--- src/rtl/isr_seq_pkg.sv ---
`timescale 1ns/1ps
package isr_seq_pkg;
  localparam int DW = 8;
  localparam int AW = 2 * DW;

  localparam int SB_I = 2;
  localparam int SB_B = 4;
  localparam int SB_U = 5;
  localparam logic [DW-1:0] BIT_I = DW'(1 << SB_I);
  localparam logic [DW-1:0] BIT_B = DW'(1 << SB_B);
  localparam logic [DW-1:0] BIT_U = DW'(1 << SB_U);

  typedef enum logic [3:0] {
    ST_IDLE, ST_PUSH_H, ST_PUSH_L, ST_PUSH_P,
    ST_VEC_L, ST_VEC_H, ST_PULL_P, ST_PULL_L, ST_PULL_H
  } seq_st_e;

  typedef enum logic [2:0] {
    K_NONE, K_NMI, K_IRQ, K_BRK, K_RTI, K_PLP
  } kind_e;
endpackage

--- src/rtl/isr_arbiter.sv ---
`timescale 1ns/1ps
module isr_arbiter
  import isr_seq_pkg::*;
(
  input  logic  clk_i,
  input  logic  rst_ni,
  input  logic  step_i,
  input  logic  idle_i,
  input  logic  brk_i,
  input  logic  rti_i,
  input  logic  plp_i,
  input  logic  nmi_i,
  input  logic  irq_i,
  input  logic  irq_mask_i,
  output logic  start_o,
  output kind_e kind_o
);
  logic armed_q;

  // instruction-driven requests first, then pins
  always_comb begin
    if (brk_i)                    kind_o = K_BRK;
    else if (rti_i)               kind_o = K_RTI;
    else if (plp_i)               kind_o = K_PLP;
    else if (nmi_i && armed_q)    kind_o = K_NMI;
    else if (irq_i && !irq_mask_i) kind_o = K_IRQ;
    else                          kind_o = K_NONE;
  end

  assign start_o = step_i && idle_i && (kind_o != K_NONE);

  always_ff @(posedge clk_i or negedge rst_ni) begin
    if (!rst_ni)                          armed_q <= 1'b1;
    else if (!nmi_i)                      armed_q <= 1'b1;
    else if (start_o && kind_o == K_NMI)  armed_q <= 1'b0;
  end
endmodule

--- src/rtl/isr_stack.sv ---
`timescale 1ns/1ps
module isr_stack
  import isr_seq_pkg::*;
#(
  parameter logic [DW-1:0] PAGE = 8'h01
) (
  input  logic          clk_i,
  input  logic          rst_ni,
  input  logic          load_i,
  input  logic [DW-1:0] load_val_i,
  input  logic          push_i,
  input  logic          pull_i,
  output logic [DW-1:0] sp_nxt_o,
  output logic [AW-1:0] push_addr_o,
  output logic [AW-1:0] pull_addr_o
);
  logic [DW-1:0] sp_q;

  always_comb begin
    sp_nxt_o = sp_q;
    if (load_i)      sp_nxt_o = load_val_i;
    else if (push_i) sp_nxt_o = sp_q - DW'(1);
    else if (pull_i) sp_nxt_o = sp_q + DW'(1);
  end

  assign push_addr_o = {PAGE, sp_q};
  assign pull_addr_o = {PAGE, sp_q + DW'(1)};

  always_ff @(posedge clk_i or negedge rst_ni) begin
    if (!rst_ni) sp_q <= '0;
    else         sp_q <= sp_nxt_o;
  end
endmodule

--- src/rtl/intr_sequencer.sv ---
`timescale 1ns/1ps
module intr_sequencer
  import isr_seq_pkg::*;
#(
  parameter logic [AW-1:0] VEC_NMI    = 16'hFFFA,
  parameter logic [AW-1:0] VEC_RST    = 16'hFFFC,
  parameter logic [AW-1:0] VEC_IRQ    = 16'hFFFE,
  parameter logic [DW-1:0] STACK_PAGE = 8'h01
) (
  input  logic          clk_i,
  input  logic          rst_ni,
  input  logic          step_i,
  input  logic          brk_i,
  input  logic          rti_i,
  input  logic          plp_i,
  input  logic          nmi_i,
  input  logic          irq_i,
  input  logic [AW-1:0] pc_i,
  input  logic [DW-1:0] s_i,
  input  logic [DW-1:0] p_i,
  output logic          mem_req_o,
  output logic          mem_we_o,
  output logic [AW-1:0] mem_addr_o,
  output logic [DW-1:0] mem_wdata_o,
  input  logic [DW-1:0] mem_rdata_i,
  output logic          busy_o,
  output logic          done_o,
  output logic [AW-1:0] pc_o,
  output logic [DW-1:0] s_o,
  output logic [DW-1:0] p_o
);
  seq_st_e       st_q;
  kind_e         kind, kind_q;
  logic          start, rst_seq_q;
  logic [AW-1:0] vec_q, push_pc_q, cap_pc_q;
  logic [DW-1:0] push_p_q, p_new_q, lo_q;
  logic          stk_load, stk_push, stk_pull;
  logic [DW-1:0] stk_load_val, sp_nxt;
  logic [AW-1:0] push_addr, pull_addr;

  isr_arbiter u_arb (
    .clk_i      (clk_i),
    .rst_ni     (rst_ni),
    .step_i     (step_i),
    .idle_i     (st_q == ST_IDLE),
    .brk_i      (brk_i),
    .rti_i      (rti_i),
    .plp_i      (plp_i),
    .nmi_i      (nmi_i),
    .irq_i      (irq_i),
    .irq_mask_i (p_i[SB_I]),
    .start_o    (start),
    .kind_o     (kind)
  );

  assign stk_load     = start || (st_q == ST_VEC_L && rst_seq_q);
  assign stk_load_val = start ? s_i : s_i - DW'(3);
  assign stk_push     = st_q inside {ST_PUSH_H, ST_PUSH_L, ST_PUSH_P};
  assign stk_pull     = st_q inside {ST_PULL_P, ST_PULL_L, ST_PULL_H};

  isr_stack #(.PAGE(STACK_PAGE)) u_stk (
    .clk_i       (clk_i),
    .rst_ni      (rst_ni),
    .load_i      (stk_load),
    .load_val_i  (stk_load_val),
    .push_i      (stk_push),
    .pull_i      (stk_pull),
    .sp_nxt_o    (sp_nxt),
    .push_addr_o (push_addr),
    .pull_addr_o (pull_addr)
  );

  assign mem_req_o = (st_q != ST_IDLE);
  assign busy_o    = (st_q != ST_IDLE);

  always_comb begin
    mem_we_o    = 1'b0;
    mem_addr_o  = '0;
    mem_wdata_o = '0;
    case (st_q)
      ST_PUSH_H: begin mem_we_o = 1'b1; mem_addr_o = push_addr; mem_wdata_o = push_pc_q[AW-1:DW]; end
      ST_PUSH_L: begin mem_we_o = 1'b1; mem_addr_o = push_addr; mem_wdata_o = push_pc_q[DW-1:0];  end
      ST_PUSH_P: begin mem_we_o = 1'b1; mem_addr_o = push_addr; mem_wdata_o = push_p_q;           end
      ST_VEC_L:  mem_addr_o = vec_q;
      ST_VEC_H:  mem_addr_o = vec_q + AW'(1);
      ST_PULL_P, ST_PULL_L, ST_PULL_H: mem_addr_o = pull_addr;
      default: ;
    endcase
  end

  always_ff @(posedge clk_i or negedge rst_ni) begin
    if (!rst_ni) begin
      st_q      <= ST_VEC_L;   // reset fetch starts on release
      rst_seq_q <= 1'b1;
      vec_q     <= VEC_RST;
      kind_q    <= K_NONE;
      push_pc_q <= '0;
      cap_pc_q  <= '0;
      push_p_q  <= '0;
      p_new_q   <= '0;
      lo_q      <= '0;
      done_o    <= 1'b0;
      pc_o      <= '0;
      s_o       <= '0;
      p_o       <= '0;
    end else begin
      done_o <= 1'b0;
      case (st_q)
        ST_IDLE: if (start) begin
          kind_q   <= kind;
          cap_pc_q <= pc_i;
          p_new_q  <= p_i | BIT_I;
          case (kind)
            K_BRK: begin
              push_pc_q <= pc_i + AW'(1);
              push_p_q  <= p_i | BIT_B | BIT_U;
              vec_q     <= VEC_IRQ;
              st_q      <= ST_PUSH_H;
            end
            K_NMI, K_IRQ: begin
              push_pc_q <= pc_i;
              push_p_q  <= (p_i & ~BIT_B) | BIT_U;
              vec_q     <= (kind == K_NMI) ? VEC_NMI : VEC_IRQ;
              st_q      <= ST_PUSH_H;
            end
            default: st_q <= ST_PULL_P;
          endcase
        end
        ST_PUSH_H: st_q <= ST_PUSH_L;
        ST_PUSH_L: st_q <= ST_PUSH_P;
        ST_PUSH_P: st_q <= ST_VEC_L;
        ST_VEC_L: begin
          lo_q <= mem_rdata_i;
          if (rst_seq_q) p_new_q <= p_i | BIT_B | BIT_U;
          st_q <= ST_VEC_H;
        end
        ST_VEC_H: begin
          pc_o      <= {mem_rdata_i, lo_q};
          s_o       <= sp_nxt;
          p_o       <= p_new_q;
          done_o    <= 1'b1;
          rst_seq_q <= 1'b0;
          st_q      <= ST_IDLE;
        end
        ST_PULL_P: begin
          if (kind_q == K_PLP) begin
            pc_o   <= cap_pc_q;
            s_o    <= sp_nxt;
            p_o    <= mem_rdata_i | BIT_B | BIT_U;
            done_o <= 1'b1;
            st_q   <= ST_IDLE;
          end else begin
            p_new_q <= mem_rdata_i | BIT_B | BIT_U;
            st_q    <= ST_PULL_L;
          end
        end
        ST_PULL_L: begin
          lo_q <= mem_rdata_i;
          st_q <= ST_PULL_H;
        end
        ST_PULL_H: begin
          pc_o   <= {mem_rdata_i, lo_q};
          s_o    <= sp_nxt;
          p_o    <= p_new_q;
          done_o <= 1'b1;
          st_q   <= ST_IDLE;
        end
        default: st_q <= ST_IDLE;
      endcase
    end
  end
endmodule

--- config.mk ---
export PLATFORM = sky130hd
export DESIGN_NAME = intr_sequencer
export DESIGN_NICKNAME = d
export VERILOG_FILES = /design/src/rtl/isr_seq_pkg.sv /design/src/rtl/isr_arbiter.sv /design/src/rtl/isr_stack.sv /design/src/rtl/intr_sequencer.sv
export SDC_FILE = /design/constraint.sdc
export NUM_CORES = 1
export LEC_CHECK = 0
export ABC_AREA = 1
export CAP_MARGIN = 20
export CORE_MARGIN = 2
export CORE_UTILIZATION = 55
export CTS_BUF_LIST = sky130_fd_sc_hd__clkbuf_8
export DETAILED_ROUTE_END_ITERATION = 7
export PLACE_DENSITY_LB_ADDON = 0.15
export SYNTH_ARGS = -nofsm -noshare
export SYNTH_HDL_FRONTEND = slang
export SYNTH_SLANG_ARGS = --single-unit
--- constraint.sdc ---
create_clock -name clk_i -period 2.55 [get_ports clk_i]
set_input_delay 0.765 -clock clk_i [delete_from_list [all_inputs] [get_ports clk_i]]
set_output_delay 0.765 -clock clk_i [all_outputs]
set_load 0.005 [all_outputs]
# Word level (Yosys, flattened, before mapping)
# Index checks and enable logic that the tools add are counted.
[op_classes]
add_sub_neg = 5
eq_ne = 17
mux = 34
reduce_logical = 26
[op_table]
columns = ["cell", "count"]
rows = [
  ["one-hot mux 16 bit (2 select lines)", 3],
  ["2-to-1 mux 8 bit", 9],
  ["one-hot mux 16 bit (4 select lines)", 1],
  ["one-hot mux 8 bit (2 select lines)", 3],
  ["one-hot mux 8 bit (3 select lines)", 2],
  ["adder 16 x 1 -> 16 bit, second input constant", 2],
  ["one-hot mux 4 bit (7 select lines)", 1],
  ["2-to-1 mux 3 bit", 7],
  ["== test 4 x 3 -> 1 bit, second input constant", 4],
  ["2-to-1 mux 16 bit", 1],
  ["nonzero test 3 bit", 4],
  ["OR reduction 3 bit", 3],
  ["adder 8 x 1 -> 8 bit, second input constant", 1],
  ["== test 4 x 2 -> 1 bit, second input constant", 2],
  ["subtractor 8 x 1 -> 8 bit, second input constant", 1],
  ["subtractor 8 x 2 -> 8 bit, second input constant", 1],
  ["== test 3 x 2 -> 1 bit, second input constant", 2],
  ["logical AND 1 bit", 6],
  ["inequality test 2 bit, second input constant", 3],
  ["OR reduction 2 bit", 3],
  ["== test 4 x 1 -> 1 bit, second input constant", 1],
  ["== test 4 bit, second input constant", 1],
  ["logical NOT 4 bit", 1],
  ["2-to-1 mux 1 bit", 4],
  ["other kinds (13)", 16],
]
[totals]
regBits = 122

# Longest topological paths before layout
# Gate-level depths: netlist of run 1.
[depth]
depth_word = 13
depth_mapped = 13
depth_no_buf = 13

# By module
# A second synthesis of run 1 with hierarchy kept.
[hier_totals]
cells_unflattened = 789
area_unflattened_um2 = 5925.7
[by_module_without_submodules]
columns = ["module", "n_inst", "cells_each", "area_each_um2"]
rows = [
  ["intr_sequencer", 1, 625, 4921.0],
  ["isr_stack", 1, 140, 882.1],
  ["isr_arbiter", 1, 24, 122.6],
]

# Worst setup path before layout of run 1
# OpenSTA, ideal clock, no wires.
[synth_path]
path_kind = "reg-to-output"
start = "reg st_q[2]"
end = "out mem_addr_o[1]"
arrival_time_ns = 1.510
required_time_ns = 1.785
path_slack_ns = 0.275
path_stages_with_launch = 7
n_path_buf = 0
cell_sequence = "dfstp_2 > inv_2 > nor2_1 > inv_2 > nor2_1 > inv_1 > o221ai_1"
[synth_via]
elab_chain_cells = 3
elab_cells_between_ends = 11
[synth_lines]
columns = ["item", "line_no", "rtl"]
rows = [
  ["from (decl)", "intr_sequencer.sv:32", "seq_st_e st_q;"],
  ["from (signal assigned)", "intr_sequencer.sv:93", "st_q <= ST_VEC_L;"],
  ["from (signal assigned)", "intr_sequencer.sv:118", "st_q <= ST_PUSH_H;"],
  ["from (signal assigned)", "intr_sequencer.sv:124", "st_q <= ST_PUSH_H;"],
  ["== test 4 x 3 -> 1 bit (tied with other cells)", "intr_sequencer.sv:80", "case (st_q)"],
  ["OR reduction 3 bit (on tied branches)", "--", ""],
  ["one-hot mux 16 bit (4 select lines) (*)", "intr_sequencer.sv:80", ""],
  ["to (decl)", "intr_sequencer.sv:23", "output logic [AW-1:0] mem_addr_o,"],
]
# Mark *: on every way between the ends. The rest lies on a longest branch, timed or not.

# Final worst setup path of run 1
[layout_path]
start = "reg st_q[2]"
end = "out mem_addr_o[15]"
# The elaborated chain is that of the path after synthesis.

==> flow_metrics.tcl, run 1 <==
set metrics [dict create \
    remaining_drc_errors 0 \
    wl_um 18100 \
    final_nets 984 \
    ys_warn_count 0 \
    grt_pass1_wl_um 28600 \
    violations "negative setup slack" \
    maxCapViolCount 0 \
    drt_iter0_drc 476 \
    rows 38 \
    htree_levels 3 \
    ys_ff_latch 107 \
    placed_cells 1043 \
    fin_setup_tns_ps -397 \
    syn-num-nets 840 \
    ios 108 \
    wl_per_cell_um 16.8 \
    synth_top_cell_by_area "dfrtp_1" \
    avgSynthCellArea_um2 7.58 \
    grt_max_degree 46 \
    layout_setup_ws_ps -74.3 \
    fin_cells 1075 \
    async_reset_ff_frac 1.00 \
    insertion_delay_ps 380 \
    dpl.hpwl_um 13300 \
    yosysUniqueCellTypes 35 \
    wl_met1_um 7260 \
    finalCriticalPeriod_ps 2620 \
    setup_viol 12 \
    port_buffers 107 \
    numCtsBuffers 9 \
    diodes 0 \
    synth_enable_flop_cells 0 \
    synth_area_um2 5970 \
    cts_buffer_depth 2 \
    area_delta_synth_final_pct 30.7 \
    layout-drive-gt1-share 0.168 \
    highest_layer "met4" \
    setup.worst_path.start "st_q[2]$_DFFE_PN1P_" \
    cts_sinks 107 \
    cp-start-kind "register" \
    place_ws_ps -40.6 \
    period_share 1.03 \
    root_buffer "clkbuf_8" \
    postRouteAntennaNets 0 \
    status "finished, violations left" \
    static-leakage-power_nw 3.79 \
    holdBufCountCts 0 \
    grt_antenna_before_repair 0 \
    end_kind "primary output" \
    hold_violations 0 \
    r2r_start "st_q[2]$_DFFE_PN1P_" \
    vias 5921 \
    critPathMaxFanout 4 \
    coreArea_um2 10700 \
    track_usage 0.316 \
    dieArea_um2 11700 \
    worstPathArrival_ps 1860 \
    seqCellArea_um2 2690 \
    powerDensity_nw_per_um2 1130 \
    yosysMostFrequentCell "nand2_1" \
    clk_pin_slew_ps 100 \
    max_freq_ghz 0.381 \
    synth_ff_type "dfrtp_1" \
    slew_headroom 0.595 \
    met2RoutedLength_um 9310 \
    slew_viol_final 0 \
    hold_slack_ps 388 \
    via_per_inst 5.51 \
    multiInputGateArea_um2 2950 \
    hp-class "in2async" \
    firstDrtPassIters 5 \
    syn_inst 787 \
    grt_pass1_vias 5956 \
    fin_worst_skew_ps 11.3 \
    critPathKind "reg2out" \
    initial_core_util 0.558 \
    overflow 0 \
    grt_setup_unrepaired "true" \
    die_w_um 108 \
    wl_met3_um 729 \
    fillers 828 \
    ir_drop_mv 0.653 \
    synthTopCellsByCount "254 x nand2_1, 103 x dfrtp_1, 73 x nor2_1" \
    synth_top_area_share 0.432 \
    synthTopCellsByArea "dfrtp_1 43%, nand2_1 16%, o21ai_0 5.5%, nor2_1 4.6%, inv_1 4.3%" \
    cts_tree "built" \
    die_y_um 108 \
    cp_data_required_time_ps 1790 \
    finalWeightedCongestion 0.904 \
    tightest_slew_ps 608 \
    ys_seq_area_frac 0.450 \
]
==> routing by layer <==
metal | global-route usage | up-vias
li1 | - | 2815
met1 | 0.374 | 2844
met2 | 0.555 | 202
met3 | 0.0470 | 60
met4 | 0.164 | 0
met5 | 0 | -
==> kinds of logic after synthesis <==
logic type      Yosys count  share of synthesized area
fa+ha+maj                 5                     0.0105
simple gates            410                      0.296
buf+inv                 109                     0.0837
mux                      13                     0.0235
flops                   107                      0.450
compound gates          130                      0.118
xor+xnor                 13                     0.0191
==> final timing paths <==
kind	endpoint	depth (start not counted)	slack [ps]
worst max-delay path	mem_addr_o[15]	8	-70
worst min-delay path	pc_o[2]$_DFFE_PN0P_	1	390
worst max register to register	p_o[6]$_DFFE_PN0P_	11	260
worst min register to register	rst_seq_q$_DFFE_PN1P_	2	480
max in group asynchronous	vec_q[2]$_DFFE_PN1P_	2	1430
min in group clk_i	rst_seq_q$_DFFE_PN1P_	2	480
==> cell usage in the layout (no fill, tap or decap), types with 11 or more instances in the layout <==
| cell type | netlist | routed |
|---|---|---|
| nand2_1 | 254 | 251 |
| o21ai_1 | 18 | 18 |
| o21ai_0 | 65 | 65 |
| buf_4 | 9 | 45 |
| xor2_1 | 12 | 12 |
| nor2_1 | 73 | 66 |
| inv_1 | 69 | 66 |
| a21oi_1 | 30 | 30 |
| dfrtp_1 | 103 | 100 |
| clkdlybuf4s50_1 | 0 | 79 |
| nor3_1 | 11 | 11 |
| nand3_1 | 43 | 39 |
==> registers in the layout, indices dropped and copies added (netlist names), 8 cells and up <==
register    cells
cap_pc_q       16
lo_q            8
p_new_q         8
p_o             8
pc_o           16
push_p_q        8
push_pc_q      16
s_o             8
u_stk.sp_q      8
==> critical path, cell delays in order (launching register included) <==
cell	delay [ps]
dfstp_2	600
buf_12	130
inv_6	30
nor2_4	110
inv_4	60
nor2_4	110
buf_4	140
buf_4	110
clkdlybuf4s15_1	200
==> report_power, final <==
part	leakage, nW	total (mW)	switching [mW]	internal [mW]
clock network	0.101	1.04	0.590	0.453
registers	1.29	3.08	0.555	2.52
logic	2.40	4.65	2.56	2.09
==> cell type report <==
| cell class | count | area share |
|---|---|---|
| Clock buffer | 9 | 0.0159 |
| Clock inverter | 6 | 0.00834 |
| Inverter | 78 | 0.0404 |
| Multi-Input combinational cell | 571 | 0.378 |
| Sequential cell | 107 | 0.345 |
| Tap cell | 140 | 0.0225 |
| Timing Repair Buffer | 164 | 0.190 |
==> what timing repair did <==
item                       in CTS  in global routing
setup endpoints to repair      25                 24
pin swaps                       6                 11
gates resized for setup        92                 41
buffers inserted               15                  3
cloned                          1                  0
==> metrics by stage <==
stage	area (um^2)	total power, mW	utilization
detailed placement	7320	7.42	0.684
global placement	7320	7.26	0.684
CTS	7700	8.57	0.720
finish	7800	8.78	0.729
floorplan	5970	5.45	-
global route	7800	9.42	0.729
Power figures use the tool's default switching activity.
==> run 2: changes to the inputs <==
Settings changed: GPL_ROUTABILITY_DRIVEN set to 0.
==> flow_metrics.tcl, run 2 (synthesis gave the netlist of run 1 again) <==
set metrics [dict create \
    grt_max_degree 49 \
    final_cell_mix "249 x nand2_1, 100 x dfrtp_1, 79 x clkdlybuf4s50_1" \
    insertion_delay_ps 390 \
    critPathKind "reg2out" \
    cts_tree "built" \
    layout_setup_ws_ps -15.7 \
    vias 5948 \
    overflow 0 \
    setup_viol 2 \
    reg_top3 "cap_pc_q (16), pc_o (16), push_pc_q (16)" \
    period_share 1.01 \
    fin_worst_skew_ps 18.6 \
    slew_viol_final 0 \
    clk_pin_slew_ps 100 \
    powerDensity_nw_per_um2 1120 \
    final_nets 986 \
    layout_commonest_cell "nand2_1" \
    via_per_inst 5.52 \
    final_area_um2 7730 \
    cts_sinks 107 \
    ir_drop_mv 0.618 \
    detailed_place.area_um2 7310 \
    wl_um 17200 \
    grt_antenna_before_repair 0 \
    grt_pass1_wl_um 27300 \
    drt_iter0_drc 437 \
    port_buffers 107 \
    dpl.hpwl_um 12500 \
    area_delta_synth_final_pct 29.6 \
    tightest_slew_ps 682 \
    hp-class "in2async" \
    die_y_um 108 \
    wl_per_cell_um 16.0 \
    htree_levels 3 \
    grt_pass1_vias 5758 \
    finalCriticalPeriod_ps 2570 \
    static-leakage-power_nw 3.81 \
    place_ws_ps -39.6 \
    track_usage 0.299 \
    max_freq_ghz 0.390 \
    root_buffer "clkbuf_8" \
    maxCapViolCount 0 \
    cp_data_required_time_ps 1790 \
    numCtsBuffers 9 \
    end_kind "primary output" \
    postRouteAntennaNets 0 \
    critPathMaxFanout 4 \
    status "finished, violations left" \
    grt_setup_unrepaired "true" \
    slew_headroom 0.546 \
    dieArea_um2 11700 \
    die_w_um 108 \
    rows 38 \
    ios 108 \
    violations "negative setup slack" \
    remaining_drc_errors 0 \
    initial_core_util 0.558 \
    cp-start-kind "register" \
    cts_buffer_depth 2 \
    firstDrtPassIters 7 \
    hold_violations 0 \
    layout-drive-gt1-share 0.173 \
    worstPathArrival_ps 1800 \
    diodes 0 \
    coreArea_um2 10700 \
]
[run 2: changes by cell type in the layout (fill, tap and decap cells not counted), sizes merged, moves of 2 or more]
cell           delta
buf               +5
clkdlybuf4s15     -5
dlygate4sd2       +3
clkbuf            -2
clkinvlp          +2
[run 2: power breakdown]
group / internal [mW] / total [mW] / switching [mW]
Sequential: 2.52 / 3.06 / 0.538
Combinational: 2.08 / 4.53 / 2.46
Clock: 0.461 / 1.07 / 0.608
Total: 5.06 / 8.66 / 3.60
[run 2: per-layer routing]
layer,part of all wire,track usage,vias up
li1,-,-,2828
met1,0.39,0.368,2812
met2,0.51,0.524,238
met3,0.048,0.0350,70
met4,0.045,0.143,0
met5,0,0,-
[run 2: path summary, 6_finish.rpt]
check	startpoint	end	slack (ps)	cells past startpoint
min reg2reg	rst_seq_q$_DFFE_PN1P_	rst_seq_q$_DFFE_PN1P_	490	2
min in group clk_i	rst_seq_q$_DFFE_PN1P_	rst_seq_q$_DFFE_PN1P_	490	2
max in group asynchronous	rst_ni	push_p_q[6]$_DFFE_PN0P_	1480	2
max reg2reg	st_q[2]$_DFFE_PN1P_	s_o[0]$_DFFE_PN0P_	400	10
min	rst_ni	u_stk.sp_q[6]$_DFF_PN0_	400	1
max	st_q[3]$_DFFE_PN0P_	mem_addr_o[4]	-20	10
[run 2: area by class of cell]
class                           instances  area (um^2)
Fill cell                             867         2970
Multi-Input combinational cell        571         2880
Sequential cell                       107         2690
Timing Repair Buffer                  166         1490
Inverter                               78          309
Tap cell                              140          175
Clock buffer                            9          124
Clock inverter                          6         71.3
[run 2: critical path, stage by stage, from the launching register on]
cell      delay, ps
dfrtp_2         450
buf_6           140
inv_4            60
nor2_2           40
nand2_1         110
nand2_2         100
buf_6           120
buf_4           130
inv_4            50
o221ai_1         90
buf_2           140
[run 2: repair_timing]
item                       4_1_cts  5_1_grt
cloned                           0        0
hold endpoints to repair         0        0
buffers inserted                17        8
setup endpoints to repair       25       16
gates resized for setup         83       34
pin swaps                        6        7
hold buffers                     0        0
[run 2: metrics by stage]
| stage | hold slack (ps) | TNS [ps] | std cells | total power, mW | utilization |
|---|---|---|---|---|---|
| finish | 398 | -28.3 | 1077 | 8.66 | 0.723 |
| global route | 456 | -321 | 1077 | 9.32 | 0.723 |
| CTS | 425 | -142 | 1070 | 8.51 | 0.717 |
| detailed placement | 463 | -61.2 | 1038 | 7.36 | 0.683 |
| global placement | 458 | 0 | 1038 | 7.21 | 0.683 |
| floorplan | 434 | 0 | 787 | 5.45 | - |
